<file path="src/rtl/mrs_pkg.sv">
package mrs_pkg;

    typedef enum logic [2:0] {
        ST_IDLE   = 3'd0,
        ST_WAITBK = 3'd1,
        ST_EXT    = 3'd2,
        ST_DLLRST = 3'd3,
        ST_NORM   = 3'd4,
        ST_GAP    = 3'd5,
        ST_TAIL   = 3'd6
    } seq_st_e;

    typedef struct packed {
        logic cs_n;
        logic ras_n;
        logic cas_n;
        logic we_n;
    } cmd_t;

    localparam cmd_t CMD_NOP = '{cs_n: 1'b0, ras_n: 1'b1, cas_n: 1'b1, we_n: 1'b1};
    localparam cmd_t CMD_LMR = '{cs_n: 1'b0, ras_n: 1'b0, cas_n: 1'b0, we_n: 1'b0};

    localparam logic [1:0] BA_BASE = 2'b00;
    localparam logic [1:0] BA_EXT  = 2'b01;

    localparam int DLL_RST_BIT = 8;
    localparam int EXT_DLL_BIT = 0;
    localparam int EXT_DS_LO   = 1;
    localparam int EXT_DS_HI   = 6;

endpackage

</file>
<file path="src/rtl/mrs_req_check.sv">
module mrs_req_check (
    input  logic [1:0] drive,
    input  logic       relock,
    output logic       ok
);
    // Drive code {E6,E1}: only 01 and 11 are legal, i.e. E1 must be set.
    always_comb begin
        ok = relock | drive[0];
    end
endmodule

</file>
<file path="src/rtl/mrs_word_build.sv">
module mrs_word_build
    import mrs_pkg::*;
#(
    parameter int AW  = 12,
    parameter int OPW = 7
) (
    input  seq_st_e          st,
    input  logic [OPW-1:0]   op,
    input  logic             dll_off,
    input  logic [1:0]       drive,
    output cmd_t             cmd,
    output logic [1:0]       ba,
    output logic [AW-1:0]    addr
);
    always_comb begin
        cmd  = CMD_NOP;
        ba   = BA_BASE;
        addr = '0;
        unique case (st)
            ST_EXT: begin
                cmd                = CMD_LMR;
                ba                 = BA_EXT;
                addr[EXT_DLL_BIT]  = dll_off;
                addr[EXT_DS_LO]    = drive[0];
                addr[EXT_DS_HI]    = drive[1];
            end
            ST_DLLRST: begin
                cmd                = CMD_LMR;
                addr[OPW-1:0]      = op;
                addr[DLL_RST_BIT]  = 1'b1;
            end
            ST_NORM: begin
                cmd                = CMD_LMR;
                addr[OPW-1:0]      = op;
            end
            default: ;
        endcase
    end
endmodule

</file>
<file path="src/rtl/mrs_lock_timer.sv">
module mrs_lock_timer #(
    parameter int LOCK_CYC = 200,
    localparam int CW      = $clog2(LOCK_CYC + 1)
) (
    input  logic          clk,
    input  logic          rst_n,
    input  logic          load,
    output logic [CW-1:0] remain
);
    logic [CW-1:0] cnt_d, cnt_q;

    always_comb begin
        if (load)
            cnt_d = CW'(LOCK_CYC - 1);
        else if (cnt_q != '0)
            cnt_d = cnt_q - 1'b1;
        else
            cnt_d = cnt_q;
    end

    always_ff @(posedge clk) begin
        if (!rst_n) cnt_q <= '0;
        else        cnt_q <= cnt_d;
    end

    assign remain = cnt_q;
endmodule

</file>
<file path="src/rtl/ddr_mrs_seq.sv">
module ddr_mrs_seq
    import mrs_pkg::*;
#(
    parameter int AW       = 12,
    parameter int OPW      = 7,
    parameter int TMRD     = 2,
    parameter int LOCK_CYC = 200
) (
    input  logic            clk,
    input  logic            rst_n,
    input  logic            req_valid,
    input  logic [OPW-1:0]  req_op,
    input  logic            req_dll_off,
    input  logic [1:0]      req_drive,
    input  logic            req_relock,
    input  logic            banks_idle,
    output logic            busy,
    output logic            rd_ok,
    output logic            err,
    output logic            mem_cs_n,
    output logic            mem_ras_n,
    output logic            mem_cas_n,
    output logic            mem_we_n,
    output logic [1:0]      mem_ba,
    output logic [AW-1:0]   mem_addr
);
    localparam int GW = $clog2(TMRD + 1);
    localparam int CW = $clog2(LOCK_CYC + 1);
    localparam logic [GW-1:0] GAP_LOAD = GW'(TMRD - 1);

    typedef struct packed {
        seq_st_e        st;
        seq_st_e        after;
        logic [GW-1:0]  gap;
        logic [OPW-1:0] op;
        logic           dll_off;
        logic [1:0]     drive;
        logic           relock;
        logic           err;
        logic           cfg_done;
    } seq_t;

    seq_t          s_d, s_q;
    logic          req_ok;
    logic          lock_load;
    logic [CW-1:0] lock_left;
    cmd_t          cmd;

    mrs_req_check u_chk_req (
        .drive  (req_drive),
        .relock (req_relock),
        .ok     (req_ok)
    );

    mrs_lock_timer #(.LOCK_CYC(LOCK_CYC)) u_lock (
        .clk    (clk),
        .rst_n  (rst_n),
        .load   (lock_load),
        .remain (lock_left)
    );

    mrs_word_build #(.AW(AW), .OPW(OPW)) u_word (
        .st      (s_q.st),
        .op      (s_q.op),
        .dll_off (s_q.dll_off),
        .drive   (s_q.drive),
        .cmd     (cmd),
        .ba      (mem_ba),
        .addr    (mem_addr)
    );

    always_comb begin
        s_d       = s_q;
        s_d.err   = 1'b0;
        lock_load = 1'b0;
        unique case (s_q.st)
            ST_IDLE: begin
                if (req_valid) begin
                    if (!req_ok) begin
                        s_d.err = 1'b1;
                    end else begin
                        s_d.op       = req_op;
                        s_d.relock   = req_relock;
                        s_d.dll_off  = req_relock ? 1'b0 : req_dll_off;
                        s_d.drive    = req_drive;
                        s_d.cfg_done = 1'b0;
                        s_d.st       = ST_WAITBK;
                    end
                end
            end
            ST_WAITBK: begin
                if (banks_idle)
                    s_d.st = s_q.relock ? ST_DLLRST : ST_EXT;
            end
            ST_EXT: begin
                lock_load = !s_q.dll_off;
                s_d.gap   = GAP_LOAD;
                s_d.after = s_q.dll_off ? ST_NORM : ST_DLLRST;
                s_d.st    = (TMRD > 1) ? ST_GAP : s_d.after;
            end
            ST_DLLRST: begin
                lock_load = 1'b1;
                s_d.gap   = GAP_LOAD;
                s_d.after = ST_NORM;
                s_d.st    = (TMRD > 1) ? ST_GAP : ST_NORM;
            end
            ST_NORM: begin
                s_d.gap = GAP_LOAD;
                s_d.st  = ST_TAIL;
            end
            ST_GAP: begin
                if (s_q.gap != '0) s_d.gap = s_q.gap - 1'b1;
                if (s_q.gap <= GW'(1)) s_d.st = s_q.after;
            end
            ST_TAIL: begin
                if (s_q.gap != '0) s_d.gap = s_q.gap - 1'b1;
                if (s_q.gap <= GW'(1) && lock_left <= CW'(1)) begin
                    s_d.st       = ST_IDLE;
                    s_d.cfg_done = !s_q.dll_off;
                end
            end
            default: s_d.st = ST_IDLE;
        endcase
    end

    always_ff @(posedge clk) begin
        if (!rst_n) s_q <= '0;
        else        s_q <= s_d;
    end

    assign busy      = (s_q.st != ST_IDLE);
    assign rd_ok     = (s_q.st == ST_IDLE) && s_q.cfg_done;
    assign err       = s_q.err;
    assign mem_cs_n  = cmd.cs_n;
    assign mem_ras_n = cmd.ras_n;
    assign mem_cas_n = cmd.cas_n;
    assign mem_we_n  = cmd.we_n;
endmodule

</file>
<file path="config.mk">
export PLATFORM = sky130hd
export DESIGN_NAME = ddr_mrs_seq
export DESIGN_NICKNAME = d
export VERILOG_FILES = /design/src/rtl/mrs_pkg.sv /design/src/rtl/mrs_req_check.sv /design/src/rtl/mrs_word_build.sv /design/src/rtl/mrs_lock_timer.sv /design/src/rtl/ddr_mrs_seq.sv
export SDC_FILE = /design/constraint.sdc
export NUM_CORES = 1
export LEC_CHECK = 0
export BUFFER_PORTS_ARGS = -buffer_cell sky130_fd_sc_hd__buf_2
export CORE_MARGIN = 2
export CORE_UTILIZATION = 58
export DETAILED_ROUTE_END_ITERATION = 16
export PLACE_DENSITY = 0.84
export SLEW_MARGIN = 5
export SYNTH_ARGS = -nofsm -noshare
export SYNTH_HDL_FRONTEND = slang
export SYNTH_HIERARCHICAL = 1
export SYNTH_SLANG_ARGS = --single-unit
</file>
<file path="constraint.sdc">
create_clock -name clk -period 4.1 [get_ports clk]
set_input_delay 0.615 -clock clk [delete_from_list [all_inputs] [get_ports clk]]
set_output_delay 0.615 -clock clk [all_outputs]
set_load 0.02 [all_outputs]
</file>
==> results_dict.tcl, run 1 <==
set metrics [dict create \
    start_kind "flop" \
    gp_congestion 0.921 \
    multi_input_area_sq_um 956 \
    area_growth_pct 9.65 \
    avgSynthCellArea_sq_um 8.32 \
    grt_antenna_before_repair 0 \
    clock_power_share_pct 14.0 \
    wire_per_inst_um 13.2 \
    synthDistinctLibCells 53 \
    grt_pass1_wl_um 5630 \
    vias_per_cell 5.87 \
    synth-edff-count 0 \
    cts_tree "yes" \
    cp_data_arrival_time_ns 2.06 \
    synth_top_cell_by_area "dfxtp_1" \
    hpwl_um 2370 \
    h-tree-depth 1 \
    fill_cells 260 \
    status "complete, no violations" \
    ff2ff_setup_slack_ns 1.76 \
    crit_required_ns 3.48 \
    tns_ns 0 \
    reg2regPathDepth 5 \
    worst_clock_skew_ns 0.0170 \
    critPathMaxStageDelay_ns 0.87 \
    cts.sinks 28 \
    power_switching_mw 0.568 \
    fin_crit_sh_pct 65.2 \
    antenna_left 0 \
    clockBufferDepth 2 \
    p_comb_share_pct 47.6 \
    max_freq_mhz 374 \
    routed_wl_um 3320 \
    die-width_um 57.3 \
    power.internal_mw 0.710 \
    grt_setup_unrepaired "no" \
    r2r-end "u_lock/remain[7]" \
    dieArea_sq_um 3280 \
    rows 19 \
    cts_resized 0 \
    cts_buffers 3 \
    worstSetupPathDepth 3 \
    synth_seq_area_share_pct 34.0 \
    path_buf_inv 1 \
    start_util_pct 60.2 \
    dr_total_vias 1473 \
    synth_flop_cell "dfxtp_1" \
    clockRootBuffer "clkbuf_4" \
    p_seq_share_pct 38.4 \
    ys_seq_elements 28 \
    nets 240 \
    powerDensity_nw_per_um2 708 \
    dr.pass1.iters 4 \
    die_y_um 57.3 \
    cellLeakagePower_nw 0.780 \
    drt-initial-drc-count 61 \
    drv_cap 0 \
    whs_path_depth 2 \
    crit_type "reg -> out" \
    cp_slowest_cell "dfxtp_1" \
    drcViolationCount 0 \
    hold_end "s_q[11]" \
    final_period_minus_worst_setup_slack_ns 2.67 \
    clk-insertion-delay-late_ns 0.33 \
    cts-hold-fix-buffers 0 \
    slew_headroom_pct 46.7 \
    crit_fanout 26 \
    yosysTopAreaCellShare_pct 34.0 \
    grt_max_degree 27 \
    netlist_top_cells_area "dfxtp_1 34%, a21boi_1 7.3%, nand2_1 5.9%, buf_4 4.1%, a21oi_1 3.0%" \
    report.final.slew_viol_count 0 \
    synth_area_sq_um 1650 \
    synthArstFlopShare_pct 0 \
    ys_warn_count 6 \
    regArea_sq_um 561 \
    crit_family "flip-flops" \
    first_global_vias 1270 \
    ir_drop_v 0.000410 \
    portBuffers 29 \
    hold_viol_final 0 \
    postCtsSetupRepairBufs 0 \
    min_from "s_q[11]" \
    worst_pin_slew_ns 0.798 \
    n_antenna_cell 0 \
    clk_pin_slew_ns 0.16 \
    path_cells "or3b_4 > a21boi_0 > buf_2" \
    core_area_sq_um 2730 \
    finalSetupViolCount 0 \
    switching_share_pct 44.5 \
    syn_inst 198 \
    drive_gt1_share_pct 19.5 \
    r2r_start "s_q[19]" \
    grtUsageTotal_pct 21.4 \
    cp-end-kind "output pin" \
    ioPinCount 36 \
    grt_overflow 0 \
    min_path_type "reg -> reg" \
    fin_util_pct 66.0 \
]
## metrics by stage
| stage | area [sq um] | total power [mW] | std cells | setup slack (ns) | hold slack (ns) |
|---|---|---|---|---|---|
| 2_1_floorplan | 1670 | 0.981 | 203 | 1.79 | 0.431 |
| 3_3_place_gp | 1750 | 1.08 | 247 | 1.85 | 0.443 |
| 3_5_place_dp | 1750 | 1.10 | 247 | 1.79 | 0.445 |
| 4_1_cts | 1810 | 1.28 | 251 | 1.41 | 0.465 |
| 5_1_grt | 1810 | 1.39 | 251 | 1.29 | 0.482 |
| 6_report | 1810 | 1.28 | 251 | 1.43 | 0.464 |
## synthesized netlist by cell type, types with 2 or more instances
cell type / number
nor4b_1: 2
a211o_1: 3
buf_4: 9
a211oi_1: 2
nand3b_1: 3
a31oi_1: 2
o211ai_1: 2
inv_1: 13
and3_1: 2
o21ai_0: 6
nand2_1: 26
nor4_1: 4
nor4bb_1: 4
ha_1: 4
nor2b_1: 3
and4bb_2: 2
nor2_1: 9
a21boi_1: 16
nand3_1: 2
nor3_1: 3
clkbuf_1: 5
a21oi_1: 10
dfxtp_1: 28
or4_1: 3
nand2b_1: 2
nor3b_1: 3
a21boi_0: 2
or3_1: 3
## layout make-up
class | instances | area share [%]
Clock inverter | 1 | 1.66
Clock buffer | 3 | 1.25
Sequential cell | 28 | 31.0
Timing Repair Buffer | 29 | 8.04
Tap cell | 31 | 2.15
Multi-Input combinational cell | 145 | 52.9
Inverter | 14 | 2.91
## worst max-delay path by stage
stage                      to  slack (ns)  startpoint
finish              mem_ras_n        1.43     s_q[20]
global route        mem_ras_n        1.29     s_q[20]
CTS                 mem_ras_n        1.41     s_q[20]
detailed placement  mem_ras_n        1.79     s_q[20]
global placement    mem_cas_n        1.85     s_q[20]
floorplan           mem_cas_n        1.79     s_q[19]
## registers in the layout (all words and copies together), names as in the netlist
register and flops:
err 1, s_q 19, u_lock/remain 8
## power groups by stage
stage	combinational [mW]	sequential [mW]	clock [mW]
after detailed placement	0.603	0.493	0
after global placement	0.590	0.491	0
after floorplan	0.540	0.441	0
after global routing	0.685	0.513	0.195
final	0.608	0.490	0.179
after CTS	0.607	0.487	0.185
## cell usage in the layout (no fill, tap or decap), types with 2 or more instances in the layout
master    Yosys  layout
a21boi_0      2       2
or3_1         3       3
and4bb_2      2       2
ha_1          4       4
a21oi_1      10      10
nand2b_1      2       2
nor2_1        9       9
nand3b_1      3       3
nor4bb_1      4       4
dfxtp_1      28      28
nor3b_1       3       3
clkbuf_4      0       3
a31oi_1       2       2
and3_1        2       2
nor4b_1       2       2
nand3_1       2       2
conb_1        1       6
nor2b_1       3       3
o211ai_1      2       2
or4_1         3       3
buf_2         1      29
a21boi_1     16      16
nor4_1        4       4
inv_1        13      13
nor3_1        3       3
o21ai_0       6       6
nand2_1      26      26
a211oi_1      2       2
a211o_1       3       3
## worst min-delay path: stages, from the launching register on
cell      delay (ns)
dfxtp_1         0.34
nand2_1         0.05
a21boi_1        0.05
## cell families (layout without fill, tap and decap cells)
kind of cell / after synthesis / count (layout) / synth area share (%)
AND/OR/NAND/NOR: 79 / 79 / 28.3
AO/OA/AOI/OAI: 55 / 55 / 24.8
buffers and inverters: 30 / 47 / 9.04
flip-flops: 28 / 28 / 34.0
adder cells (fa/ha/maj): 4 / 4 / 3.04
other: 1 / 6 / 0.228
XOR/XNOR: 1 / 1 / 0.532
## layer usage
layer	share of wire [%]	GRT usage (%)	vias to the layer above
li1	-	-	739
met1	47	30.7	685
met2	47	33.7	45
met3	4.9	2.49	4
met4	1.1	7.31	0
met5	0	0	-
(Power assumes the default switching activity.)
==> inputs of run 2 (changes only) <==
- ABC_AREA: unset -> 1
- CORE_UTILIZATION: 58 -> 49
- PLACE_DENSITY: 0.84 -> 0.76
- clock period: 4.1 -> 2.3 ns (I/O delays scaled with it)
==> results_dict.tcl, run 2 <==
set metrics [dict create \
    synthDistinctLibCells 34 \
    fin_util_pct 56.8 \
    finalSetupViolCount 0 \
    rows 21 \
    synth_area_sq_um 1680 \
    worst_clock_skew_ns 0.00351 \
    synth-edff-count 0 \
    cp_slowest_cell "dfxtp_1" \
    die_y_um 62.5 \
    start_util_pct 50.6 \
    path_cells "nand2_1 > nand2_2 > nand2_4 > nor2_2 > buf_2" \
    ys_warn_count 6 \
    synth_top_cell_by_area "dfxtp_1" \
    slew_headroom_pct 66.5 \
    min_path_type "in -> reg" \
    worst_pin_slew_ns 0.502 \
    cts.sinks 28 \
    largest_register "s_q" \
    cellLeakagePower_nw 0.910 \
    first_global_vias 1323 \
    clockRootBuffer "clkbuf_4" \
    grt_setup_unrepaired "no" \
    powerDensity_nw_per_um2 1260 \
    wire_per_inst_um 10.3 \
    drcViolationCount 0 \
    dr_total_vias 1481 \
    crit_required_ns 1.96 \
    nets 288 \
    n_antenna_cell 0 \
    yosysMostFrequentCell "nand2_1" \
    vias_per_cell 4.72 \
    fin_ws_ns 0.377 \
    cts-hold-fix-buffers 0 \
    start_kind "flop" \
    yosysTopAreaCellShare_pct 33.4 \
    total_power_mw 2.37 \
    routed_wl_um 3250 \
    report.final.slew_viol_count 0 \
    postCtsSetupRepairBufs 0 \
    cts_buffers 3 \
    multi_input_area_sq_um 921 \
    avgSynthCellArea_sq_um 6.99 \
    clockBufferDepth 2 \
    crit_family "flip-flops" \
    r2r_start "s_q[19]" \
    regArea_sq_um 561 \
    hold_viol_final 0 \
    drt-initial-drc-count 60 \
    synth_top_cells_by_count "48 x nand2_1, 31 x inv_1, 29 x nor2_1" \
    crit_fanout 9 \
    critPathMaxStageDelay_ns 0.60 \
    final_cell_mix "48 x nand2_1, 31 x inv_1, 29 x nor2_1, 29 x buf_2, 28 x dfxtp_1" \
    path_buf_inv 1 \
    grtUsageTotal_pct 18.0 \
    place_area_sq_um 1830 \
    final_period_minus_worst_setup_slack_ns 1.92 \
    fin_crit_sh_pct 83.6 \
    antenna_left 0 \
    gp_congestion 0.989 \
    grt_antenna_before_repair 0 \
    fin_cells 314 \
    cp-end-kind "output pin" \
    placed_cells 310 \
    cp_data_arrival_time_ns 1.58 \
    ys_seq_elements 28 \
    crit_type "reg -> out" \
    max_freq_mhz 520 \
    crit_start "s_q[18]" \
    clk-insertion-delay-late_ns 0.34 \
    dp_slack_ns 0.785 \
    grt_max_degree 17 \
    die-width_um 62.5 \
    min_from "req_op[5]" \
    ir_drop_v 0.000397 \
    dr.pass1.iters 4 \
    hold_slack_ns 0.224 \
    synth_flop_cell "dfxtp_1" \
    hpwl_um 2480 \
    status "complete, no violations" \
    ioPinCount 36 \
    synthArstFlopShare_pct 0 \
    synth_seq_area_share_pct 33.4 \
    finalInstanceArea_sq_um 1880 \
    grt_pass1_wl_um 5790 \
    drive_gt1_share_pct 26.1 \
    h-tree-depth 1 \
    core_area_sq_um 3310 \
    cts_resized 0 \
    netlist_top_cells_area "dfxtp_1 33%, nand2_1 11%, inv_1 6.9%, a21oi_1 6.6%, nor2_1 6.5%" \
    dieArea_sq_um 3910 \
    syn_inst 240 \
    tns_ns 0 \
    final_common_cell "nand2_1" \
    fill_cells 342 \
    area_growth_pct 12.1 \
    clk_pin_slew_ns 0.15 \
    grt_overflow 0 \
    portBuffers 29 \
    cts_tree "yes" \
    largest_reg_flops 19 \
    drv_cap 0 \
]
run 2: changes by cell type in the layout (fill, tap and decap cells not counted), sizes merged, moves of 14 or more:
cell | previous run | this run
nor2 | 9 | 42
a21oi | 10 | 24
a21boi | 18 | 0
nand3 | 2 | 20
inv | 14 | 36
nand2 | 26 | 56
run 2: where the power goes:
| part | switching, mW | total [mW] | internal, mW |
|---|---|---|---|
| clock network | 0.154 | 0.330 | 0.177 |
| registers | 0.162 | 0.783 | 0.621 |
| logic | 0.812 | 1.25 | 0.442 |
run 2: worst paths after layout:
path | endpoint | slack, ns | cells after the start
worst max-delay path | mem_addr[2] | 0.38 | 5
worst min-delay path | s_q[11] | 0.22 | 3
worst max register to register | u_lock/remain[5] | 0.73 | 8
worst min register to register | s_q[12] | 0.48 | 2
run 2: area by class of cell:
cell class,instances,share of cell area [%]
repair buffers,29,7.72
flip-flops and latches,28,29.8
well taps,46,3.06
inverters,37,7.59
multi-input cells,170,49.0
clock buffers,3,1.20
clock inverters,1,1.60
run 2: routing by layer:
layer	GRT usage [%]	up-vias	share of wire [%]
met1	24.8	644	51
met5	0	-	0
met4	6.94	0	1.8
met3	2.70	4	3.2
li1	-	797	-
met2	28.2	36	44
run 2: cells by family after synthesis:
group	share of synthesized area (%)
adder cells (fa/ha/maj)	2.99
AND/OR/NAND/NOR	36.6
XOR/XNOR	1.57
other	0.224
buffers and inverters	12.8
AO/OA/AOI/OAI	12.4
flip-flops	33.4
run 2: worst min-delay path, stage by stage:
cell,delay (ns)
buf_2,0.09
nand2_1,0.05
a21oi_1,0.05
==> inputs of run 3 (changes only) <==
- clock period: 2.3 -> 1.7 ns (I/O delays scaled with it)
==> results_dict.tcl, run 3 (synthesis gave the netlist of run 2 again) <==
set metrics [dict create \
    status "complete, no violations" \
    largest_reg_flops 19 \
    crit_fanout 8 \
    path_cells "inv_2 > nand2_1 > nor2_4 > nand2_1 > nand2_1 > buf_2" \
    start_kind "flop" \
    max_freq_mhz 614 \
    start_util_pct 50.6 \
    antenna_left 0 \
    clockRootBuffer "clkbuf_4" \
    clk-insertion-delay-late_ns 0.35 \
    dr_total_vias 1539 \
    ir_drop_v 0.000645 \
    die_y_um 62.5 \
    dieArea_sq_um 3910 \
    final_period_minus_worst_setup_slack_ns 1.63 \
    cts_tree "yes" \
    dp_slack_ns 0.228 \
    area_growth_pct 17.0 \
    placed_cells 310 \
    grt_max_degree 17 \
    final_cell_mix "47 x nand2_1, 31 x inv_1, 29 x nor2_1, 25 x dfxtp_1, 24 x buf_2" \
    fin_cells 318 \
    powerDensity_nw_per_um2 1720 \
    grt_pass1_wl_um 5920 \
    hpwl_um 2570 \
    min_path_type "in -> reg" \
    portBuffers 29 \
    hold_viol_final 0 \
    crit_type "reg -> out" \
    worst_clock_skew_ns 0.0121 \
    gr-usage-met1_pct 24.0 \
    worst_pin_slew_ns 0.539 \
    clockBufferDepth 2 \
    slew_headroom_pct 64.0 \
    grt_use_met2_pct 30.5 \
    cp-end-kind "output pin" \
    vias_per_cell 4.84 \
    fin_crit_sh_pct 95.8 \
    nets 292 \
    grt_busiest_layer "met2" \
    gp_congestion 0.910 \
    ioPinCount 36 \
    rows 21 \
    cts_buffers 3 \
    drcViolationCount 0 \
    cp_slowest_cell "dfxtp_4" \
    report.final.slew_viol_count 0 \
    fill_cells 332 \
    core_area_sq_um 3310 \
    grt_antenna_before_repair 0 \
    drive_gt1_share_pct 29.0 \
    die-width_um 62.5 \
    grt_overflow 0 \
    routed_wl_um 3520 \
    grt_setup_unrepaired "yes" \
    grt_use_met3_pct 1.80 \
    clk_pin_slew_ns 0.16 \
    cts.sinks 28 \
    drv_cap 0 \
    dr.pass1.iters 4 \
    cpMostUsedCell "nand2_1" \
    h-tree-depth 1 \
    fin_ws_ns 0.0710 \
    finalSetupViolCount 0 \
    cellLeakagePower_nw 0.941 \
    critPathMaxStageDelay_ns 0.42 \
    drt-initial-drc-count 53 \
    first_global_vias 1390 \
    wire_per_inst_um 11.1 \
    final_common_cell "nand2_1" \
    grtUsageTotal_pct 18.1 \
    n_antenna_cell 0 \
    crit_required_ns 1.44 \
    largest_register "s_q" \
    cp_data_arrival_time_ns 1.37 \
]
-- run 3: routing by layer --
metal  part of all wire (%)  up-vias  wire (um)
met3                    5.3        5        186
met1                     47      689       1650
met5                      0        -          0
li1                       -      799          -
met2                     46       46       1630
met4                    1.4        0         51
-- run 3: through the flow --
stage / area (sq um) / hold WS [ns] / TNS (ns) / total power [mW] / util, %
after global placement: 1830 / 0.452 / 0 / 2.73 / 55.2
after global routing: 1960 / 0.127 / -0.0510 / 3.67 / 59.3
after floorplan: 1700 / 0.353 / 0 / 2.46 / -
after CTS: 1880 / 0.131 / 0 / 3.23 / 56.9
after detailed placement: 1830 / 0.452 / 0 / 2.78 / 55.2
final: 1960 / 0.125 / 0 / 3.38 / 59.3
-- run 3: worst paths after layout --
check | start | to | cells past startpoint | slack, ns
worst max-delay path | s_q[20] | mem_addr[1] | 6 | 0.07
worst min-delay path | req_op[4] | s_q[10] | 3 | 0.13
worst max register to register | s_q[19] | u_lock/remain[5] | 9 | 0.24
worst min register to register | s_q[11] | s_q[11] | 2 | 0.48
-- run 3: area by class of cell --
class	count	area [sq um]	share of cell area [%]
clock buffer	3	22.5	1.15
clock inverter	1	30.0	1.53
inverter	37	143	7.27
multi-input combinational	170	950	48.4
sequential	28	572	29.1
tap	46	57.6	2.93
timing repair buffer	33	188	9.57
-- run 3: repair_timing --
| item | 4_1_cts | 5_1_grt |
|---|---|---|
| hold buffers | 0 | 0 |
| cloned | 0 | 0 |
| pin swaps | 0 | 1 |
| buffers inserted | 0 | 4 |
| gates resized for setup | 3 | 14 |
| setup endpoints to repair | 11 | 11 |
-- run 3: critical path, delay by kind of cell, from the launching register on --
family | cells | cell delay, ns
DFF | 1 | 0.42
and+or+nand+nor | 4 | 0.36
buffers and inverters | 2 | 0.25
-- run 3: power breakdown --
part / switching, mW / internal, mW / total [mW]
Clock: 0.210 / 0.239 / 0.449
Combinational: 1.16 / 0.684 / 1.85
Sequential: 0.221 / 0.859 / 1.08
